## config.mk

```make
export PLATFORM = sky130hd
export DESIGN_NAME = xvp_ring_xfer
export DESIGN_NICKNAME = d
export VERILOG_FILES = /design/src/rtl/xvp_ring_pkg.sv /design/src/rtl/xvp_ring_link.sv /design/src/rtl/xvp_wrap_fifo.sv /design/src/rtl/xvp_ring_xfer.sv
export SDC_FILE = /design/constraint.sdc
export NUM_CORES = 1
export LEC_CHECK = 0
export ABC_AREA = 1
export CAP_MARGIN = 20
export CORE_MARGIN = 3
export CORE_UTILIZATION = 51
export DETAILED_ROUTE_END_ITERATION = 6
export GPL_ROUTABILITY_DRIVEN = 0
export PLACE_DENSITY = 0.82
export SYNTH_ARGS = -nofsm -noshare
export SYNTH_HDL_FRONTEND = slang
export SYNTH_HIERARCHICAL = 1
export SYNTH_SLANG_ARGS = --single-unit
```

## constraint.sdc

```tcl
create_clock -name clk -period 6.4 [get_ports clk]
set_input_delay 1.28 -clock clk [delete_from_list [all_inputs] [get_ports clk]]
set_output_delay 1.28 -clock clk [all_outputs]
set_load 0.03 [all_outputs]
```

## src/rtl/xvp_ring_pkg.sv

```systemverilog
package xvp_ring_pkg;
  // Lane that holds the successor slot of a VP living in lane k.
  function automatic int unsigned ring_next(input int unsigned k, input int unsigned n);
    return (k + 1) % n;
  endfunction
endpackage

```

## src/rtl/xvp_ring_link.sv

```systemverilog
module xvp_ring_link #(
  parameter int W = 16
) (
  input  logic         clk,
  input  logic         rst,
  input  logic         in_valid,
  input  logic [W-1:0] in_data,
  output logic         in_ready,
  output logic         out_valid,
  output logic [W-1:0] out_data,
  input  logic         out_ready
);
  logic         full_q;
  logic [W-1:0] data_q;

  assign in_ready  = !full_q || out_ready;
  assign out_valid = full_q;
  assign out_data  = data_q;

  always_ff @(posedge clk) begin
    if (rst) begin
      full_q <= 1'b0;
    end else if (in_valid && in_ready) begin
      full_q <= 1'b1;
    end else if (out_ready) begin
      full_q <= 1'b0;
    end
  end

  always_ff @(posedge clk) begin
    if (in_valid && in_ready) data_q <= in_data;
  end
endmodule

```

## src/rtl/xvp_wrap_fifo.sv

```systemverilog
module xvp_wrap_fifo #(
  parameter int W     = 16,
  parameter int DEPTH = 4
) (
  input  logic         clk,
  input  logic         rst,
  input  logic         wr_en,
  input  logic [W-1:0] wr_data,
  input  logic         rd_en,
  output logic [W-1:0] rd_data,
  output logic         full,
  output logic         empty
);
  localparam int AW = (DEPTH > 1) ? $clog2(DEPTH) : 1;
  localparam int CW = $clog2(DEPTH + 1);

  logic [W-1:0]  mem [DEPTH];
  logic [AW-1:0] wptr_q, rptr_q;
  logic [CW-1:0] cnt_q;
  logic          do_wr, do_rd;

  assign full    = (cnt_q == CW'(DEPTH));
  assign empty   = (cnt_q == '0);
  assign do_wr   = wr_en && !full;
  assign do_rd   = rd_en && !empty;
  assign rd_data = mem[rptr_q];

  function automatic logic [AW-1:0] bump(input logic [AW-1:0] p);
    return (p == AW'(DEPTH - 1)) ? '0 : p + 1'b1;
  endfunction

  always_ff @(posedge clk) begin
    if (do_wr) mem[wptr_q] <= wr_data;
  end

  always_ff @(posedge clk) begin
    if (rst) begin
      wptr_q <= '0;
      rptr_q <= '0;
      cnt_q  <= '0;
    end else begin
      if (do_wr) wptr_q <= bump(wptr_q);
      if (do_rd) rptr_q <= bump(rptr_q);
      case ({do_wr, do_rd})
        2'b10:   cnt_q <= cnt_q + 1'b1;
        2'b01:   cnt_q <= cnt_q - 1'b1;
        default: cnt_q <= cnt_q;
      endcase
    end
  end
endmodule

```

## src/rtl/xvp_ring_xfer.sv

```systemverilog
module xvp_ring_xfer #(
  parameter int NLANES = 4,
  parameter int W      = 16,
  parameter int QDEPTH = 4
) (
  input  logic                clk,
  input  logic                rst,
  input  logic [NLANES-1:0]   tx_valid,
  input  logic [NLANES-1:0]   tx_last,
  input  logic [NLANES*W-1:0] tx_data,
  output logic [NLANES-1:0]   tx_ready,
  output logic [NLANES-1:0]   rx_valid,
  output logic [NLANES*W-1:0] rx_data,
  input  logic [NLANES-1:0]   rx_ready,
  input  logic                rx_first,
  input  logic                cp_push_valid,
  input  logic [W-1:0]        cp_push_data,
  output logic                cp_push_ready,
  output logic                cp_pop_valid,
  output logic [W-1:0]        cp_pop_data,
  input  logic                cp_pop_ready
);
  import xvp_ring_pkg::*;

  logic [NLANES-1:0] lk_in_valid, lk_in_ready, lk_out_valid, lk_out_ready;
  logic [W-1:0]      lk_out_data [NLANES];

  logic         q_wr_en, q_rd_en, q_full, q_empty, vp_wr;
  logic [W-1:0] q_wr_data, q_rd_data, vp_wr_data;

  // Per-lane link toward the successor lane
  for (genvar k = 0; k < NLANES; k++) begin : g_lane
    localparam int unsigned DST = ring_next(k, NLANES);

    assign lk_in_valid[k] = tx_valid[k] && !tx_last[k];
    assign tx_ready[k]    = tx_last[k] ? !q_full : lk_in_ready[k];

    xvp_ring_link #(.W(W)) u_link (
      .clk       (clk),
      .rst       (rst),
      .in_valid  (lk_in_valid[k]),
      .in_data   (tx_data[k*W +: W]),
      .in_ready  (lk_in_ready[k]),
      .out_valid (lk_out_valid[k]),
      .out_data  (lk_out_data[k]),
      .out_ready (lk_out_ready[k])
    );

    if (DST == 0) begin : g_wrap_dst
      assign lk_out_ready[k] = rx_ready[0] && !rx_first;
    end else begin : g_plain_dst
      assign lk_out_ready[k]     = rx_ready[DST];
      assign rx_valid[DST]       = lk_out_valid[k];
      assign rx_data[DST*W +: W] = lk_out_data[k];
    end
  end

  // Lane 0 picks the FIFO head for VP 0, otherwise the last lane's link
  assign rx_valid[0]  = rx_first ? !q_empty : lk_out_valid[NLANES-1];
  assign rx_data[W-1:0] = rx_first ? q_rd_data : lk_out_data[NLANES-1];

  // Write side: a VP send marked last beats the control processor
  always_comb begin
    vp_wr      = 1'b0;
    vp_wr_data = '0;
    for (int k = 0; k < NLANES; k++) begin
      if (tx_valid[k] && tx_last[k]) begin
        vp_wr      = 1'b1;
        vp_wr_data = tx_data[k*W +: W];
      end
    end
  end

  assign cp_push_ready = !q_full && !vp_wr;
  assign q_wr_en       = vp_wr || cp_push_valid;
  assign q_wr_data     = vp_wr ? vp_wr_data : cp_push_data;

  // Read side: lane 0 owns the head while it receives for VP 0
  assign cp_pop_valid = !q_empty && !rx_first;
  assign cp_pop_data  = q_rd_data;
  assign q_rd_en      = rx_first ? rx_ready[0] : cp_pop_ready;

  xvp_wrap_fifo #(.W(W), .DEPTH(QDEPTH)) u_wrapq (
    .clk     (clk),
    .rst     (rst),
    .wr_en   (q_wr_en),
    .wr_data (q_wr_data),
    .rd_en   (q_rd_en),
    .rd_data (q_rd_data),
    .full    (q_full),
    .empty   (q_empty)
  );
endmodule

```

==> flow_summary_export.csv <==
group,metric,value,unit
pwr,irDropWorstVdd,175,uV
route,wl_met3,1380,um
critical_path,path_max_fanout,20,
route,route.met2.wl,9330,um
route,routed.top_layer,"met4",
synth,ys_ff_latch,141,
die,rows,40,
route,drt-met1-wl,6630,um
synth,syn_inst,614,
synth,synth_top_area_frac,0.606,
place,io_buffers,186,
timing,rsz0062_at_grt,"false",
timing,setup_viol,0,
cts,clock_sinks,141,
route,drt_iter0_markers,397,
place,dp_cells,944,
timing,fin_crit_sh,0.738,
timing,max_freq,0.212,GHz
route,ant_nets,0,
timing,setup_tns,0,ps
synth,synthTopCellsByCount,"nand2_1, edfxtp_1, nor2_1, nand3_1, inv_1",
timing,layout_min_cycle_time,4720,ps
global_routing,grt_pass1_vias,5295,
layout,drive_above_1_share,0.0827,
critical_path,cp.arrival,3440,ps
cts,post_cts_buffers,0,
layout,antennaDiodeCount,0,
die,die_h,117,um
die,dieArea,13800,um^2
cts,cts_resized,0,
cts,root_buffer,"clkbuf_16",
timing,skew,7.93,ps
timing,setup_slack,1680,ps
synth,synth.most_common_cell,"nand2_1",
pwr,power.switching,1.06,mW
timing,maxSlewHeadroom,0.340,
critical_path,required,5120,ps
timing,hold_viol_final,0,
pwr,leakage,3.55,nW
global_routing,grt.overflow.total,0,
critical_path,crit_type,"in -> out",
cts,hold_buffers,0,
route,drt_first_pass_iters,5,
synth,synth_area_leaders,"edfxtp_1, nand2_1, dfxtp_1",
pwr,p_sw_frac,0.330,
cts,cts.path.max_buffers,2,
layout,num-fill-cells,802,
synth,yosysWarnings,6,
synth,synth_nets,718,
pwr,pwr-share-seq,0.379,
layout,multi_input_area,1840,um^2
outcome,outcome,"finished, final reports clean",
job,drv_cap,0,
place,dp_hpwl,12900,um
critical_path,crit_path_start,"tx_last[2]",
synth,synth_edf_count,128,
synth,async_reset_ff_frac,0,
cts,htreeDepth,4,
place,place_ws,1720,ps
timing,drv_slew,0,
critical_path,crit_path_end_kind,"output pin",
route,vias,5171,
layout,register_area,4100,um^2
layout,finalNetCount,901,
global_routing,grt.total_usage,0.261,
synth,ys.flop_type,"edfxtp_1",
die,core,12100,um^2
pwr,p_per_area,360,nW/um^2
cts,clk_latency,420,ps
cts,cts_tree,"built",
synth,yosysTopAreaCell,"edfxtp_1",
die,die_w,117,um
min_path,holdCritPathClass,"reg -> reg",
critical_path,rrSetupSlack,4550,ps
die,start_util,0.526,
cts,cts_made_buffers,17,
synth,syn_area,6340,um^2
layout,area_delta_synth_final,40.3,%
critical_path,cp-endpoint,"cp_push_ready",
synth,synth_cell_types,28,
critical_path,r2r-end,"u_wrapq/cnt_q[2]",
timing,tightest_slew,990,ps
layout,finalNonFillerCells,978,
synth,ys_seq_area_frac,0.647,
route,wl,17800,um
synth,syn_avg_cell_area,10.3,um^2
global_routing,antenna_found_initial,0,
critical_path,cp-start-kind,"input port",
global_routing,grt_max_degree,35,
layout,design_area,8890,um^2
pwr,p_comb_frac,0.318,
route,wl_per_cell,18.2,um
critical_path,r2r-start,"u_wrapq/cnt_q[2]",
place,place_area,8280,um^2
pwr,total_power,3.20,mW
cts,path_clk_slew,60,ps
route,drc,0,
critical_path,reg2reg_depth,12,
pwr,clkPwrFrac,0.303,
route,via_per_inst,5.29,
die,ios,187,
pwr,p_int,2.15,mW
global_routing,grt_pass1_wl,27800,um
-- flip-flops by register name (all words and copies together), names as in the netlist, named ones only --
name,cells
g_lane.u_link/out_data,64
u_wrapq/mem,64
g_lane.u_link/out_valid,4
u_wrapq/cnt_q,3
u_wrapq/rptr_q,2
u_wrapq/wptr_q,2
-- layout make-up --
cell class / instances / area share
clock buffers: 18 / 0.0483
flip-flops and latches: 141 / 0.462
clock inverters: 14 / 0.0170
multi-input cells: 388 / 0.207
repair buffers: 195 / 0.219
well taps: 168 / 0.0236
inverters: 54 / 0.0228
-- per-stage QoR --
stage	hold WS, ps	util
floorplan	464	-
global placement	491	0.686
detailed placement	491	0.686
CTS	500	0.734
global route	529	0.737
finish	500	0.737
-- logic make-up (layout without fill, tap and decap cells) --
logic type,Yosys count,after routing,share of synthesized area
buffers and inverters,85,281,0.0628
flip-flops,141,141,0.647
AND/OR/NAND/NOR,312,312,0.214
AO/OA/AOI/OAI,69,69,0.0604
adder cells (fa/ha/maj),7,7,0.0150
-- power by group through the flow --
stage                     Sequential, mW  Combinational [mW]  Clock (mW)
after global routing                1.23                1.09        1.02
after global placement              1.24               0.959           0
after CTS                           1.23               0.994       0.980
after floorplan                     1.24               0.572           0
after detailed placement            1.25               0.988           0
final                               1.22                1.02       0.971
-- cells in the final DEF (no fill, tap or decap), types with 14 or more instances in the layout --
cell type        netlist  routed
o22ai_1               16      16
nor2_1                62      62
or2_0                 14      14
clkbuf_16              0      17
nand3_1               48      48
nand2_1              160     160
inv_1                 47      47
edfxtp_1             128     128
clkdlybuf4s50_1        0     186
o21ai_1               28      28
-- critical path, stage by stage --
cell	delay (ps)
clkdlybuf4s50_1	770
nand2_4	380
nand4_4	150
nor2_1	150
clkdlybuf4s50_1	690
-- worst min-delay path by stage --
stage / start / to / slack (ps) / depth (start not counted)
3_3_place_gp: g_lane[3].u_link/out_valid / g_lane[3].u_link/out_valid / 490 / 2
3_5_place_dp: g_lane[3].u_link/out_valid / g_lane[3].u_link/out_valid / 490 / 2
2_1_floorplan: g_lane[3].u_link/out_valid / g_lane[3].u_link/out_valid / 460 / 2
5_1_grt: g_lane[2].u_link/out_valid / g_lane[2].u_link/out_valid / 530 / 2
6_report: g_lane[3].u_link/out_valid / g_lane[3].u_link/out_valid / 500 / 2
4_1_cts: g_lane[3].u_link/out_valid / g_lane[3].u_link/out_valid / 500 / 2
-- per-layer routing --
layer  vias up  global-route usage
met5         -                   0
met4         0               0.113
met3        37              0.0697
met2       223               0.451
met1      2475               0.309
li1       2436                   -
(Power assumes the default switching activity.)
